===== config.mk =====
export PLATFORM = sky130hd
export DESIGN_NAME = ldconv_unit
export DESIGN_NICKNAME = d
export VERILOG_FILES = /design/src/rtl/ldconv_pkg.sv /design/src/rtl/ldconv_swap.sv /design/src/rtl/ldconv_narrow.sv /design/src/rtl/ldconv_unit.sv
export SDC_FILE = /design/constraint.sdc
export NUM_CORES = 1
export LEC_CHECK = 0
export ABC_AREA = 1
export ABC_CLOCK_PERIOD_IN_PS = 7400
export BUFFER_PORTS_ARGS = -buffer_cell sky130_fd_sc_hd__buf_2
export CAP_MARGIN = 20
export CORE_UTILIZATION = 25
export DETAILED_ROUTE_END_ITERATION = 6
export GPL_TIMING_DRIVEN = 0
export PLACE_DENSITY = 0.48
export SETUP_SLACK_MARGIN = 0.4
export SLEW_MARGIN = 20
export SYNTH_ARGS = -nofsm -noshare
export SYNTH_HDL_FRONTEND = slang
export SYNTH_SLANG_ARGS = --single-unit

===== constraint.sdc =====
create_clock -name clk -period 7.4 [get_ports clk]
set_input_delay 0.37 -clock clk [delete_from_list [all_inputs] [get_ports clk]]
set_output_delay 0.37 -clock clk [all_outputs]
set_load 0.1 [all_outputs]

===== src/rtl/ldconv_pkg.sv =====
package ldconv_pkg;
  localparam int unsigned BYTE_W = 8;

  // number of width codes for a given datapath width (8 bits upward)
  function automatic int unsigned num_sizes(input int unsigned data_w);
    return $clog2(data_w / BYTE_W) + 1;
  endfunction
endpackage


===== src/rtl/ldconv_swap.sv =====
module ldconv_swap #(
  parameter int unsigned DATA_W = 64,
  parameter int unsigned SZ_W   = 2
) (
  input  logic [DATA_W-1:0] raw,
  input  logic [SZ_W-1:0]   op_sz,
  input  logic              do_swap,
  output logic [DATA_W-1:0] val
);
  import ldconv_pkg::*;
  localparam int unsigned NSIZES = num_sizes(DATA_W);

  logic [DATA_W-1:0] plain_a [NSIZES];
  logic [DATA_W-1:0] rev_a   [NSIZES];

  for (genvar k = 0; k < NSIZES; k++) begin : g_size
    localparam int unsigned NB = 1 << k;
    localparam int unsigned W  = NB * BYTE_W;
    logic [W-1:0] rev_w;
    for (genvar b = 0; b < NB; b++) begin : g_byte
      assign rev_w[b*BYTE_W +: BYTE_W] = raw[(NB-1-b)*BYTE_W +: BYTE_W];
    end
    assign plain_a[k] = DATA_W'(raw[W-1:0]);
    assign rev_a[k]   = DATA_W'(rev_w);
  end

  assign val = do_swap ? rev_a[op_sz] : plain_a[op_sz];
endmodule


===== src/rtl/ldconv_narrow.sv =====
module ldconv_narrow #(
  parameter int unsigned DATA_W = 64,
  parameter int unsigned SZ_W   = 2
) (
  input  logic [DATA_W-1:0] val,
  input  logic [SZ_W-1:0]   op_sz,
  input  logic [SZ_W-1:0]   dst_sz,
  input  logic              sat_en,
  input  logic              sat_sgn,
  output logic [DATA_W-1:0] res
);
  import ldconv_pkg::*;
  localparam int unsigned NSIZES = num_sizes(DATA_W);

  logic [DATA_W-1:0] mask_a [NSIZES];
  for (genvar k = 0; k < NSIZES; k++) begin : g_mask
    localparam int unsigned W = BYTE_W << k;
    if (W >= DATA_W) begin : g_full
      assign mask_a[k] = '1;
    end else begin : g_part
      assign mask_a[k] = {{(DATA_W-W){1'b0}}, {W{1'b1}}};
    end
  end

  logic [DATA_W-1:0] op_mask, dst_mask, top_bit, ext, smax, smin, clamp;
  logic              sign;

  always_comb begin
    op_mask  = mask_a[op_sz];
    dst_mask = mask_a[dst_sz];
    top_bit  = op_mask & ~(op_mask >> 1);
    sign     = |(val & top_bit);
    ext      = (sat_sgn && sign) ? (val | ~op_mask) : val;
    smax     = dst_mask >> 1;
    smin     = ~smax;
    clamp    = val;
    if (sat_en) begin
      if (!sat_sgn) begin
        clamp = (val > dst_mask) ? dst_mask : val;
      end else if ($signed(ext) > $signed(smax)) begin
        clamp = smax;
      end else if ($signed(ext) < $signed(smin)) begin
        clamp = smin;
      end else begin
        clamp = ext;
      end
    end
    res = clamp & dst_mask;
  end
endmodule


===== src/rtl/ldconv_unit.sv =====
module ldconv_unit #(
  parameter int unsigned DATA_W = 64,
  parameter int unsigned SZ_W   = $clog2(ldconv_pkg::num_sizes(DATA_W))
) (
  input  logic              clk,
  input  logic              rst,
  input  logic              in_valid,
  input  logic [DATA_W-1:0] raw_data,
  input  logic [SZ_W-1:0]   op_size,
  input  logic              byte_rev,
  input  logic              little_endian,
  input  logic [SZ_W-1:0]   dst_size,
  input  logic [SZ_W-1:0]   mem_size,
  input  logic              sat_en,
  input  logic              sat_signed,
  output logic              out_valid,
  output logic [DATA_W-1:0] out_data,
  output logic              out_undef
);
  logic              do_swap;
  logic [DATA_W-1:0] ordered;
  logic [DATA_W-1:0] fitted;
  logic              undef_c;

  assign do_swap = ~(byte_rev ^ little_endian);
  assign undef_c = (mem_size < op_size);

  ldconv_swap #(.DATA_W(DATA_W), .SZ_W(SZ_W)) u_swap (
    .raw     (raw_data),
    .op_sz   (op_size),
    .do_swap (do_swap),
    .val     (ordered)
  );

  ldconv_narrow #(.DATA_W(DATA_W), .SZ_W(SZ_W)) u_narrow (
    .val     (ordered),
    .op_sz   (op_size),
    .dst_sz  (dst_size),
    .sat_en  (sat_en),
    .sat_sgn (sat_signed),
    .res     (fitted)
  );

  always_ff @(posedge clk) begin
    if (rst) begin
      out_valid <= 1'b0;
      out_data  <= '0;
      out_undef <= 1'b0;
    end else begin
      out_valid <= in_valid;
      if (in_valid) begin
        out_data  <= fitted;
        out_undef <= undef_c;
      end
    end
  end
endmodule


==> results.ini, run 1 <==
[timing]
hold_violations=0
min_period_over_period=0.892
fin_ws_ns=0.801
min_period_ns=6.60
slew_headroom=0.315
max_freq_mhz=152
drv_slew=0
rsz0062_at_grt=no
setup_violations=0
clock_skew_ns=0
worstMarginPinSlew_ns=1.03

[floorplan]
initial_core_util=0.253
die_height_um=213
die_area_sq_um=45500
die_w_um=213
core_area_sq_um=44100
rows=77
ios=143

[clock_tree]
clock_latency_ns=0.39
clock-sinks=66
clk_pin_slew_worst_paths_ns=0.06
cts_buffers=9
hold_buffers=0
post_cts_buffers=0
root_buffer=clkbuf_16
post_cts_resized=0
cts_tree=yes
htreeDepth=3
cts_buffer_depth=2

[synth]
syn_nets=2225
syn_inst=1955
yosys-top-cells-area=ha_1, nand2_1, dfxtp_1, a21oi_1, o21ai_0
synth_top_area_frac=0.216
synth_seq_cells=66
synth_cell_types=44
synth_area_leader_cell=ha_1
syn-cell-area_sq_um=11200
ys_warn_count=0
avgSynthCellArea_sq_um=5.71
yosysSeqAreaShare=0.118

[placed_design]
place_hpwl_um=42600
pre_cts_ws_ns=0.0168
globalplace.congestion=0.966
postPlaceCellArea_sq_um=12700
port-buffer-count=136

[critical_path]
cp.arrival_ns=6.92
end_kind=register
crit_path_max_fanout=10
critical_path_class=in2reg
cp-start-kind=input pin
cp_slowest_cell=o21ai_0
slowest_delay_ns=0.53
cp_common_cell=nand2_1
cp.required_ns=7.72

[global_routing]
grt_pass1_vias=13100
antenna_found_initial=0
grt_usage=0.231
grt_first_pass_wirelength_um=77400
grt_max_degree=55
overflow=0

[power]
ir_worst_vdd_uv=134
power_mw=2.05
cellPowerDensity_nw_per_um2=158
leakagePower_nw=6.96

[finish]
syn_to_final_growth_pct=16.1
fill_cells=5206
antenna_cells=0
layout-drive-gt1-share=0.0995
final_area_sq_um=12900
nNetsFinal=2375
utilization=0.293

[routing]
viasPerCell=5.00
vias=13500
drt-initial-drc-count=1150
routed_wl_um=51800
drtAntennaViolNets=0
drcViolationCount=0
dr.pass1.iters=5
wl_per_cell_um=19.2

[outcome]
status=finished, final reports clean

[job]
max_cap_violations=0

[min_path]
hold_path_class=in2reg

-- power by group --
part           internal (mW)  switching [mW]
clock                  0.244           0.189
combinational          0.352           0.883
sequential             0.373         0.00871
-- critical path, delay by kind of cell --
kind,cells,cell delay [ns]
simple gates,12,1.59
fa+ha+maj,2,0.60
buf+inv,9,2.45
compound gates,9,1.87
-- layer usage --
layer / share of wire / vias up / global-route usage
li1: - / 6721 / -
met1: 0.44 / 6319 / 0.289
met2: 0.46 / 389 / 0.390
met3: 0.053 / 78 / 0.0312
met4: 0.043 / 0 / 0.112
met5: 0 / - / 0
-- flip-flops by register name, summed over array words and instances, names as in the netlist --
name	cells
out_data	64
out_undef	1
out_valid	1
-- synth_stat cells, drive strengths merged --
| master | n |
|---|---|
| nand2 | 594 |
| inv | 215 |
| a21oi | 203 |
| ha | 193 |
| o21ai | 182 |
| nand3 | 154 |
| nor2 | 131 |
| clkbuf | 76 |
| dfxtp | 66 |
| buf | 33 |
| nor3 | 17 |
| nand4 | 16 |
| or2 | 14 |
| a31oi | 11 |
| nor4 | 9 |
| o211ai | 8 |
| a22oi | 4 |
| and3 | 4 |
| a211oi | 3 |
| a211o | 2 |
| a221oi | 2 |
| clkinv | 2 |
| nand3b | 2 |
| nor3b | 2 |
| o21a | 2 |
| o21bai | 2 |
| o311ai | 2 |
| o31ai | 2 |
| a21boi | 1 |
| a21o | 1 |
| a41oi | 1 |
| o2111ai | 1 |
-- worst paths after layout --
check	start	endpoint	slack (ns)	depth (start not counted)
setup / recovery	little_endian	out_data[48]	0.80	32
hold / removal	mem_size[0]	out_undef	0.28	4
setup reg to reg	out_data[1]	out_data[1]	6.72	2
hold reg to reg	out_data[28]	out_data[28]	0.46	2
-- through the flow --
stage          instances  hold slack [ns]  TNS (ns)
4_1_cts             2702            0.264         0
5_1_grt             2702            0.317         0
6_report            2702            0.285         0
2_1_floorplan       1955            0.578         0
3_3_place_gp        2683            0.454   -100.15
3_5_place_dp        2686            0.452         0
-- cells by family (layout without fill, tap and decap cells) --
group           Yosys count  in the layout  share of synthesized area
fa+ha+maj               193            193                      0.216
simple gates            943            943                      0.351
buf+inv                 326            481                      0.112
flops                    66             66                      0.118
compound gates          427            427                      0.202
-- layout by cell type (no fill, tap or decap), drive strengths merged, types with 2 or more instances in the layout --
cell type,instances
nand2,594
inv,215
a21oi,203
ha,193
o21ai,182
buf,172
nand3,154
nor2,131
clkbuf,88
dfxtp,66
nor3,17
nand4,16
or2,14
a31oi,11
nor4,9
o211ai,8
clkinv,5
a22oi,4
and3,4
a211oi,3
a211o,2
o21bai,2
a221oi,2
o311ai,2
o31ai,2
nor3b,2
nand3b,2
o21a,2
-- final cells by class --
class                      count  area, sq um  share of cell area
clock inverter                 4         26.3             0.00203
timing repair buffer         139          747              0.0577
clock buffer                  12          256              0.0198
inverter                     217          815              0.0629
multi-input combinational   1563         8600               0.664
sequential                    66         1320               0.102
tap                          592          741              0.0572
buffer                       109          442              0.0341
Note: power is estimated with default switching activity, not from simulation.
==> inputs of run 2 (changes only) <==
- CORE_ASPECT_RATIO: default -> 0.6
==> run 2 against run 1 <==
The run now ends with DRC left; critical path depth grew 2; sequential power is essentially flat; largest cell class unchanged; wire length grew 7.9%; non-clock buffer count is the same.
==> results.ini, run 2 (synthesis gave the netlist of run 1 again) <==
[clock_tree]
root_buffer=clkbuf_16
htreeDepth=3
clk_pin_slew_worst_paths_ns=0.07
cts_tree=yes
cts_buffer_depth=2
clock_latency_ns=0.38
cts_buffers=9
clock-sinks=66

[critical_path]
end_kind=register
cp_common_cell=nand2_1
cp.arrival_ns=6.84
cp_slowest_cell=ha_1
crit_path_max_fanout=10
cp.required_ns=7.66
critical_path_class=in2reg
slowest_delay_ns=0.58
rrSetupSlack_ns=6.74
r2r-end=out_data[18]
cp-start-kind=input pin
r2r_start=out_data[18]
ff2ff_path_depth=2

[finish]
final_area_sq_um=13000
fin_cells=2690
final_common_cell=nand2_1
layout_common_cells=nand2_1, inv_1, a21oi_1
fill_cells=4998
top_regs=out_data x64, out_undef x1, out_valid x1
layout-drive-gt1-share=0.103
syn_to_final_growth_pct=16.7
registers.top_by_ff_count=out_data
largest_reg_flops=64
nNetsFinal=2375

[timing]
rsz0062_at_grt=no
min_period_ns=6.58
min_period_over_period=0.889
fin_hold_ws_ns=0.298
slew_headroom=0.310
drv_slew=0
clock_skew_ns=0
worstMarginPinSlew_ns=1.04
max_freq_mhz=152
hold_violations=0
setup_violations=0
fin_ws_ns=0.818

[min_path]
min_from=mem_size[0]
hold_path_class=in2reg
holdPathStages=4
hold_path_end=out_undef

[routing]
routed_wl_um=55900
drt-initial-drc-count=1647
dr.pass1.iters=7
vias=13700
wl_per_cell_um=20.8
viasPerCell=5.11
drcViolationCount=18
drtAntennaViolNets=0

[power]
switchingPower_mw=1.14
ir_worst_vdd_uv=107
leakagePower_nw=7.00
seqPwrFrac=0.172
sw_frac_of_total=0.515
cellPowerDensity_nw_per_um2=170
power_mw=2.22
intPower_mw=1.07
power_frac_comb=0.576
clkPwrFrac=0.252

[placed_design]
pre_cts_ws_ns=0.0750
port-buffer-count=136
placed_cells=2673
place_hpwl_um=46200
globalplace.congestion=1.06
postPlaceCellArea_sq_um=12600

[floorplan]
rows=59
ios=143
die_w_um=275
die_area_sq_um=45500
core_area_sq_um=43600
die_height_um=166
initial_core_util=0.256

[global_routing]
grt_usage=0.242
grt_pass1_vias=12300
overflow=0
grt_first_pass_wirelength_um=80800
grt_max_degree=54
antenna_found_initial=0

[outcome]
violations=DRC
status=finished, violations left

[job]
max_cap_violations=0

run 2: changes by cell type in the layout (fill, tap and decap cells not counted), sizes merged:
cell    change
bufinv      +3
inv         +1
clkinv      -4
diode       +1
run 2: critical path: cells and delay by family:
| family | cells | cell delay, ns |
|---|---|---|
| adders and majority gates | 2 | 0.75 |
| and+or+nand+nor | 19 | 3.32 |
| buffers and inverters | 4 | 0.86 |
| AOI/OAI and AO/OA | 9 | 1.50 |
run 2: through the flow:
step,setup TNS (ns),utilization
2_1_floorplan,0,-
3_3_place_gp,-108.75,0.288
3_5_place_dp,0,0.290
4_1_cts,0,0.298
5_1_grt,0,0.298
6_report,0,0.298
run 2: what timing repair did:
action / 4_1_cts / 5_1_grt
endpoints found under the setup margin: 0 / 57
hold buffers: 0 / 0
gates resized for setup: 0 / 14
setup buffers: 0 / 0
run 2: final cells by class:
class | instances | area, sq um | area share
Clock inverter | 4 | 97.6 | 0.00750
Sequential cell | 66 | 1320 | 0.102
Buffer | 109 | 447 | 0.0343
Timing Repair Buffer | 139 | 739 | 0.0568
Inverter | 217 | 815 | 0.0626
Multi-Input combinational cell | 1563 | 8610 | 0.662
Tap cell | 579 | 724 | 0.0557
Antenna cell | 1 | 2.50 | 0.000192
Clock buffer | 12 | 256 | 0.0197
run 2: routing by layer:
layer  track usage  share of wire
met4        0.0379          0.012
met5        0.0189         0.0022
met3        0.0621           0.11
met2         0.311           0.37
met1         0.390           0.51
run 2: worst max-delay path by stage:
| stage | from | to | slack (ns) |
|---|---|---|---|
| after floorplan | dst_size[1] | out_data[15] | 1.75 |
| after global placement | dst_size[1] | out_data[45] | -1.95 |
| after detailed placement | little_endian | out_data[44] | 0.08 |
| after CTS | little_endian | out_data[43] | 0.47 |
| after global routing | little_endian | out_data[55] | 0.43 |
| final | little_endian | out_data[45] | 0.82 |
run 2: power by group through the flow:
| stage | Combinational (mW) | Clock [mW] | Sequential (mW) |
|---|---|---|---|
| after global placement | 1.21 | 0 | 0.389 |
| after global routing | 1.41 | 0.585 | 0.383 |
| after floorplan | 0.732 | 0 | 0.517 |
| after detailed placement | 1.24 | 0 | 0.390 |
| after CTS | 1.25 | 0.569 | 0.382 |
| final | 1.28 | 0.558 | 0.381 |
